--- config.mk ---
export PLATFORM = sky130hd
export DESIGN_NAME = int_alu_ex
export DESIGN_NICKNAME = d
export VERILOG_FILES = /design/src/rtl/alu_pkg.sv /design/src/rtl/alu_opnd_sel.sv /design/src/rtl/alu_addsub.sv /design/src/rtl/alu_shift.sv /design/src/rtl/alu_cmp.sv /design/src/rtl/int_alu_ex.sv
export SDC_FILE = /design/constraint.sdc
export NUM_CORES = 1
export LEC_CHECK = 0
export BUFFER_PORTS_ARGS = -buffer_cell sky130_fd_sc_hd__buf_2
export CAP_MARGIN = 40
export CORE_ASPECT_RATIO = 1.4
export CORE_MARGIN = 3
export CORE_UTILIZATION = 60
export DETAILED_ROUTE_END_ITERATION = 6
export PLACE_DENSITY_LB_ADDON = 0.3
export SLEW_MARGIN = 20
export SYNTH_ARGS = -nofsm -noshare
export SYNTH_HDL_FRONTEND = slang
export SYNTH_SLANG_ARGS = --single-unit
export TNS_END_PERCENT = 1
--- constraint.sdc ---
create_clock -name clk -period 2.25 [get_ports clk]
set_input_delay 0.45 -clock clk [delete_from_list [all_inputs] [get_ports clk]]
set_output_delay 0.45 -clock clk [all_outputs]
set_load 0.005 [all_outputs]
--- src/rtl/alu_pkg.sv ---
package alu_pkg;
  localparam int OP_W = 5;

  typedef enum logic [OP_W-1:0] {
    OP_ADD  = 5'd0,
    OP_ADDU = 5'd1,
    OP_SUB  = 5'd2,
    OP_SUBU = 5'd3,
    OP_AND  = 5'd4,
    OP_OR   = 5'd5,
    OP_XOR  = 5'd6,
    OP_SLL  = 5'd7,
    OP_SRL  = 5'd8,
    OP_SRA  = 5'd9,
    OP_LHI  = 5'd10,
    OP_SLT  = 5'd11,
    OP_SGT  = 5'd12,
    OP_SLE  = 5'd13,
    OP_SGE  = 5'd14,
    OP_SEQ  = 5'd15,
    OP_SNE  = 5'd16,
    OP_EA   = 5'd17
  } alu_op_e;
endpackage

--- src/rtl/alu_opnd_sel.sv ---
module alu_opnd_sel #(
  parameter int DATA_W = 32,
  parameter int IMM_W  = 16
) (
  input  logic [DATA_W-1:0] reg_b,
  input  logic [IMM_W-1:0]  imm,
  input  logic              pick_imm,
  output logic [DATA_W-1:0] imm_sx,
  output logic [DATA_W-1:0] opnd2
);
  localparam int EXT_W = DATA_W - IMM_W;

  always_comb begin
    imm_sx = {{EXT_W{imm[IMM_W-1]}}, imm};
    opnd2  = pick_imm ? imm_sx : reg_b;
  end
endmodule

--- src/rtl/alu_addsub.sv ---
module alu_addsub #(
  parameter int DATA_W = 32
) (
  input  logic [DATA_W-1:0] x,
  input  logic [DATA_W-1:0] y,
  input  logic              do_sub,
  output logic [DATA_W-1:0] sum,
  output logic              ovf_s
);
  logic [DATA_W-1:0] y_eff;

  always_comb begin
    y_eff = do_sub ? ~y : y;
    sum   = x + y_eff + {{(DATA_W-1){1'b0}}, do_sub};
    // Same-sign inputs giving an opposite-sign sum means signed overflow.
    ovf_s = (x[DATA_W-1] == y_eff[DATA_W-1]) && (sum[DATA_W-1] != x[DATA_W-1]);
  end
endmodule

--- src/rtl/alu_shift.sv ---
module alu_shift #(
  parameter int DATA_W  = 32,
  parameter int SHAMT_W = $clog2(DATA_W)
) (
  input  logic [DATA_W-1:0]  din,
  input  logic [SHAMT_W-1:0] amt,
  input  logic               go_left,
  input  logic               arith,
  output logic [DATA_W-1:0]  dout
);
  logic [DATA_W-1:0] rev_in;
  logic [DATA_W-1:0] stg [SHAMT_W+1];
  logic              fill;

  // A left shift is a right shift of the bit-reversed word.
  always_comb begin
    for (int i = 0; i < DATA_W; i++) rev_in[i] = din[DATA_W-1-i];
    fill   = arith & ~go_left & din[DATA_W-1];
    stg[0] = go_left ? rev_in : din;
  end

  for (genvar s = 0; s < SHAMT_W; s++) begin : g_stage
    localparam int DIST = 1 << s;
    always_comb begin
      if (amt[s]) stg[s+1] = {{DIST{fill}}, stg[s][DATA_W-1:DIST]};
      else        stg[s+1] = stg[s];
    end
  end

  always_comb begin
    for (int i = 0; i < DATA_W; i++)
      dout[i] = go_left ? stg[SHAMT_W][DATA_W-1-i] : stg[SHAMT_W][i];
  end
endmodule

--- src/rtl/alu_cmp.sv ---
module alu_cmp #(
  parameter int DATA_W = 32
) (
  input  logic [DATA_W-1:0] x,
  input  logic [DATA_W-1:0] y,
  input  logic [2:0]        cond_sel,
  output logic              hit
);
  logic lt, eq;

  always_comb begin
    // Direct signed comparison: immune to subtract overflow.
    lt = $signed(x) < $signed(y);
    eq = (x == y);
    unique case (cond_sel)
      3'd0:    hit = lt;
      3'd1:    hit = ~lt & ~eq;
      3'd2:    hit = lt | eq;
      3'd3:    hit = ~lt;
      3'd4:    hit = eq;
      3'd5:    hit = ~eq;
      default: hit = 1'b0;
    endcase
  end
endmodule

--- src/rtl/int_alu_ex.sv ---
module int_alu_ex
  import alu_pkg::*;
#(
  parameter int DATA_W = 32,
  parameter int IMM_W  = 16
) (
  input  logic              clk,
  input  logic              rst_n,
  input  logic [OP_W-1:0]   op_sel,
  input  logic [DATA_W-1:0] src_a,
  input  logic [DATA_W-1:0] src_b,
  input  logic [IMM_W-1:0]  imm_in,
  input  logic              use_imm,
  output logic [DATA_W-1:0] result,
  output logic              ovf_flag
);
  localparam int SHAMT_W = $clog2(DATA_W);
  localparam int LOW_W   = DATA_W - IMM_W;

  logic [1:0]        rst_sync_q;
  logic              rst_sync_n;
  logic [DATA_W-1:0] imm_sx, opnd2, add_y, add_sum, sh_out;
  logic              add_sub, add_ovf, sh_left, sh_arith, cmp_hit;
  logic [2:0]        cmp_sel;
  logic [DATA_W-1:0] res_d, res_q;
  logic              ovf_d, ovf_q;

  always_ff @(posedge clk or negedge rst_n) begin
    if (!rst_n) rst_sync_q <= 2'b00;
    else        rst_sync_q <= {rst_sync_q[0], 1'b1};
  end
  assign rst_sync_n = rst_sync_q[1];

  alu_opnd_sel #(.DATA_W(DATA_W), .IMM_W(IMM_W)) u_opnd (
    .reg_b(src_b), .imm(imm_in), .pick_imm(use_imm),
    .imm_sx(imm_sx), .opnd2(opnd2)
  );

  always_comb begin
    add_sub  = (op_sel == OP_SUB) || (op_sel == OP_SUBU);
    add_y    = (op_sel == OP_EA) ? imm_sx : opnd2;
    sh_left  = (op_sel == OP_SLL);
    sh_arith = (op_sel == OP_SRA);
    cmp_sel  = 3'(op_sel - OP_SLT);
  end

  alu_addsub #(.DATA_W(DATA_W)) u_add (
    .x(src_a), .y(add_y), .do_sub(add_sub), .sum(add_sum), .ovf_s(add_ovf)
  );

  alu_shift #(.DATA_W(DATA_W), .SHAMT_W(SHAMT_W)) u_shift (
    .din(src_a), .amt(opnd2[SHAMT_W-1:0]), .go_left(sh_left),
    .arith(sh_arith), .dout(sh_out)
  );

  alu_cmp #(.DATA_W(DATA_W)) u_cmp (
    .x(src_a), .y(opnd2), .cond_sel(cmp_sel), .hit(cmp_hit)
  );

  always_comb begin
    res_d = '0;
    ovf_d = 1'b0;
    case (op_sel)
      OP_ADD, OP_SUB: begin
        res_d = add_sum;
        ovf_d = add_ovf;
      end
      OP_ADDU, OP_SUBU, OP_EA: res_d = add_sum;
      OP_AND: res_d = src_a & opnd2;
      OP_OR:  res_d = src_a | opnd2;
      OP_XOR: res_d = src_a ^ opnd2;
      OP_SLL, OP_SRL, OP_SRA: res_d = sh_out;
      OP_LHI: res_d = {imm_in, {LOW_W{1'b0}}};
      OP_SLT, OP_SGT, OP_SLE, OP_SGE, OP_SEQ, OP_SNE:
        res_d = {{(DATA_W-1){1'b0}}, cmp_hit};
      default: begin
        res_d = '0;
        ovf_d = 1'b0;
      end
    endcase
  end

  always_ff @(posedge clk or negedge rst_sync_n) begin
    if (!rst_sync_n) begin
      res_q <= '0;
      ovf_q <= 1'b0;
    end else begin
      res_q <= res_d;
      ovf_q <= ovf_d;
    end
  end

  assign result   = res_q;
  assign ovf_flag = ovf_q;
endmodule

==> results of run 1 <==
==> per-layer routing <==
| metal | GRT usage | overflow |
|---|---|---|
| met1 | 0.694 | 0 |
| met3 | 0.540 | 0 |
| met4 | 0.767 | 14 |
| met5 | 0.140 | 0 |
| met2 | 0.890 | 7 |
==> cell families after synthesis <==
kind of cell	synth area share
mux	0.151
fa+ha+maj	0.184
compound gates	0.291
xor+xnor	0.0593
other cells	0.000431
buf+inv	0.0734
simple gates	0.141
flops	0.101
==> Yosys cell counts (5+ instances only) <==
| library cell | instances |
|---|---|
| ha_1 | 126 |
| a21oi_1 | 111 |
| nand2_1 | 110 |
| inv_1 | 85 |
| o21ai_0 | 73 |
| nor2_1 | 60 |
| mux2i_1 | 57 |
| clkbuf_1 | 52 |
| dfrtp_1 | 35 |
| xnor2_1 | 32 |
| mux4_2 | 25 |
| xor2_1 | 25 |
| o211ai_1 | 24 |
| a22oi_1 | 22 |
| nor3_1 | 18 |
| o22ai_1 | 18 |
| a21o_1 | 17 |
| a211oi_1 | 15 |
| a221oi_1 | 14 |
| a31oi_1 | 14 |
| nand3_1 | 14 |
| o221ai_1 | 14 |
| a221o_1 | 10 |
| o21bai_1 | 10 |
| nand2b_1 | 9 |
| a211o_1 | 7 |
| buf_1 | 7 |
| and2_1 | 6 |
| buf_2 | 6 |
| mux2_2 | 6 |
| nor2b_1 | 6 |
| nor4_1 | 5 |
| o21a_1 | 5 |
| or3_1 | 5 |
==> metrics by stage <==
step / area (um2) / util
4_1_cts: 12500 / 0.893
2_1_floorplan: 8780 / -
3_3_place_gp: 12100 / 0.864
3_5_place_dp: 12100 / 0.864
==> what timing repair did <==
item                       CTS
pin swaps                   33
gates cloned                 1
hold buffers                 1
gates resized for setup     53
setup endpoints to repair   33
buffers inserted             9
hold endpoints to repair     2
==> metrics.txt, run 1 <==
status stopped before the end; failing step global routing (5_1_grt); tool error [ERROR GRT-0116] Global routing finished with congestion. Check the congestion regions in the DRC Viewer.; IO Port Bufs 120; Synth Cell Area 0.00870 mm2; Yosys reg bits 35; # rows 51; root buffer selected by CTS clkbuf_16; Unique masters post-synth 80; die height 148 um; final RePlAce weighted congestion 1.27; syn nets 1336; largest net degree at the start of global routing 34; synth top area cells ha_1, dfrtp_1, mux2i_1; GR Util All Layers 0.714; share of the synthesized area in the top cell type 0.181; Post-Synthesis Cells 1121; placed cell count 1713; Starting Density 0.620; CTS H-tree depth 2; Post-DP HPWL 35600 um; YS warnings 0; gr ovfl total 21; vias in the first global route 14500; clock buffer depth 2; pre-CTS setup slack -2020 ps; overall die width 108 um; EDFF count, synth 0; Syn Area/Cell 7.76 um2; Synth area leader ha_1; sequential area share after synthesis 0.101; io pins 121; clk sinks 35; global-route wire length before repair 86600 um; total CTS buffers 5; Synth Flop Type dfrtp_1; asr flop ratio synth 1.00
==> run 2: changes to the inputs <==
Settings changed: CORE_ASPECT_RATIO 1.4 to not set, CORE_UTILIZATION 60 to 40, PLACE_DENSITY_LB_ADDON 0.3 to 0.15.
==> run 2 against run 1 <==
Against the previous run: the flow now finishes, with violations (negative setup slack); area after synthesis unchanged; synthesized cell count unchanged.
==> metrics.txt, run 2 <==
status finished, violations left; failing checks negative setup slack; commonest non-fill, non-tap cells in the layout buf_4, ha_1, buf_2, nand2_1, a21oi_1; Post-synth top cells ha_1, a21oi_1, nand2_1; MaxCap Viol Count 0; final RePlAce weighted congestion 0.998 (-21%); Tot Pwr 5.41 mW; CP top delay family compound AO/OA/AOI/OAI gates; Post-Synthesis Cells 1121 (unchanged); Max Freq 264 MHz; IO Port Bufs 120 (unchanged); EDFF count, synth 0 (unchanged); clock skew 6.82 ps; Critical Path AT 3950 ps; iteration count of the initial detailed-routing pass 6; Post-DP HPWL 35500 um (-0.49%); WS Path Type input pin to flip-flop; antenna viol nets, final 0; worst-skew pair later-pin latency 280 ps; top-count cell post-synth ha_1; worst path cell trace buf_4 -> or3b_4 -> or2_4 -> nand2_2 -> o21ai_2 -> xnor2_2 -> fa_2 -> a211oi_2 -> o21bai_2 -> o2111ai_2 -> a32o_2 -> a211oi_2 -> buf_4 -> a21o_1 -> a31oi_1 -> mux2i_1 -> a211o_1; Unique masters post-synth 80 (unchanged); Synth Flop Type dfrtp_1; CTS H-tree depth 2 (unchanged); Rel. slew slack 0.580; placed cell count 1844 (+7.6%); Die Area 0.0236 mm2; YS warnings 0 (unchanged); crit-path max FO 7; switching power 2.36 mW; syn nets 1336 (unchanged); WHS 265 ps; Vias/cell 5.89; Yosys reg bits 35 (unchanged); root buffer selected by CTS clkbuf_16; crit path capture type flip-flop; pre-CTS setup slack -2000 ps (+23.3 ps); Slew Viols, Final 0; vias 10900; overall die width 153 um (+42%); clk sinks 35 (unchanged); Worst-path clk slew 60 ps; setup TNS -41290 ps; wirelength, routed 41900 um; Power Dens Cells 415 mW/mm2; Largest register FFs 32; layout cells sized above 1 0.409; clock buffer depth 2 (unchanged); final number of setup-violating endpoints 33; Critical path buffers and inverters 2; GR Util All Layers 0.340; Synth area leader ha_1; non-filler cells, final 1857; final worst slack -1540 ps; Area Overhead vs Synth 49.8%; antenna violations before repair 1; Worst Hold Class flip-flop to async pin; CP max stage cell or3b_4; clock share of power 0.147; die height 153 um (+3.4%); gr ovfl total 0; Critical Path RT 2410 ps; WL/cell 22.6 um; P_leak 6.63 nW; Starting Density 0.410 (-0.210); Reg power frac 0.134; fin crit share 1.68; synth top area cells ha_1, dfrtp_1, mux2i_1; total CTS buffers 5 (unchanged); Residual DRC 0; Power Internal 3.05 mW; Setup crit start kind input pin; number of antenna diodes 0; vias in the first global route 10500; Syn Area/Cell 7.76 um2 (unchanged); asr flop ratio synth 1.00 (unchanged); Worst Max-Slew Pin Slew 630 ps; Sw Ratio 0.436; Comb power frac 0.719; share of the synthesized area in the top cell type 0.181 (unchanged); largest net degree at the start of global routing 34; global-route wire length before repair 61900 um; Final Hold Fails 0; Worst VDD drop 0.466 mV; DR iter-0 viols 963; commonest non-fill, non-tap cell in the layout buf_4; Synth Cell Area 0.00870 mm2 (unchanged); Final nets 1796; io pins 121 (unchanged); RSZ-0062 raised after global routing yes; # rows 53 (+3.9%); Final min period 3790 ps; Slowest Stage Delay on Critical Path 430 ps; sequential area share after synthesis 0.101 (unchanged); Core ar. 0.0212 mm2; CTS tree done
[run 2: cell counts after synthesis]
Identical to the previous run, type by type.
[run 2: layout make-up]
class / count / area, um2
Inverter: 88 / 344
Clock buffer: 5 / 125
Timing Repair Buffer: 522 / 3720
Sequential cell: 35 / 876
Clock inverter: 3 / 43.8
Fill cell: 1998 / 8190
Tap cell: 275 / 344
Multi-Input combinational cell: 929 / 7570
[run 2: power by group through the flow]
stage	clock network [mW]	registers, mW	logic [mW]
3_3_place_gp	0	0.737	3.57
3_5_place_dp	0	0.738	3.60
5_1_grt	0.820	0.734	4.15
4_1_cts	0.790	0.727	3.73
2_1_floorplan	0	0.755	1.76
6_report	0.792	0.727	3.89
[run 2: stage by stage]
stage	utilization	cell area [um2]
finish	0.614	13000
global route	0.614	13000
CTS	0.608	12900
detailed placement	0.588	12500
global placement	0.588	12500
floorplan	-	8780
[run 2: worst paths after layout]
| check | depth (start not counted) | to | slack, ps | startpoint |
|---|---|---|---|---|
| worst max register to register | 1 | result[2] | 1680 | rst_sync_q[1] |
| min in group clk | 0 | rst_sync_q[1] | 360 | rst_sync_q[0] |
| max in group asynchronous | 2 | rst_sync_q[1] | 1660 | rst_n |
| worst min register to register | 1 | result[29] | 260 | rst_sync_q[1] |
| worst max-delay path | 17 | result[30] | -1540 | op_sel[4] |
| worst min-delay path | 1 | result[29] | 260 | rst_sync_q[1] |
[run 2: metal layers]
| layer | vias up | wire [um] | GRT usage |
|---|---|---|---|
| met3 | 94 | 3840 | 0.0779 |
| met4 | 2 | 2060 | 0.143 |
| met5 | - | 13 | 0 |
| met2 | 556 | 19300 | 0.556 |
| met1 | 5235 | 16700 | 0.431 |
| li1 | 5060 | - | - |
[run 2: cell families after synthesis]
| family | count (synthesis) | share of synthesized area |
|---|---|---|
| mux | 93 | 0.151 |
| simple gates | 261 | 0.141 |
| other cells | 1 | 0.000431 |
| buf+inv | 159 | 0.0734 |
| flops | 35 | 0.101 |
| xor+xnor | 58 | 0.0593 |
| fa+ha+maj | 127 | 0.184 |
| compound gates | 387 | 0.291 |
[run 2: what timing repair did]
item                                   in CTS  in global routing
resized for setup                          63                 29
cloned                                      2                  0
endpoints found under the hold margin       2                  0
pin swaps                                  32                 14
hold buffers                                1                  0
buffers inserted                            1                  1
setup endpoints to repair                  33                 33
(Power assumes the default switching activity.)
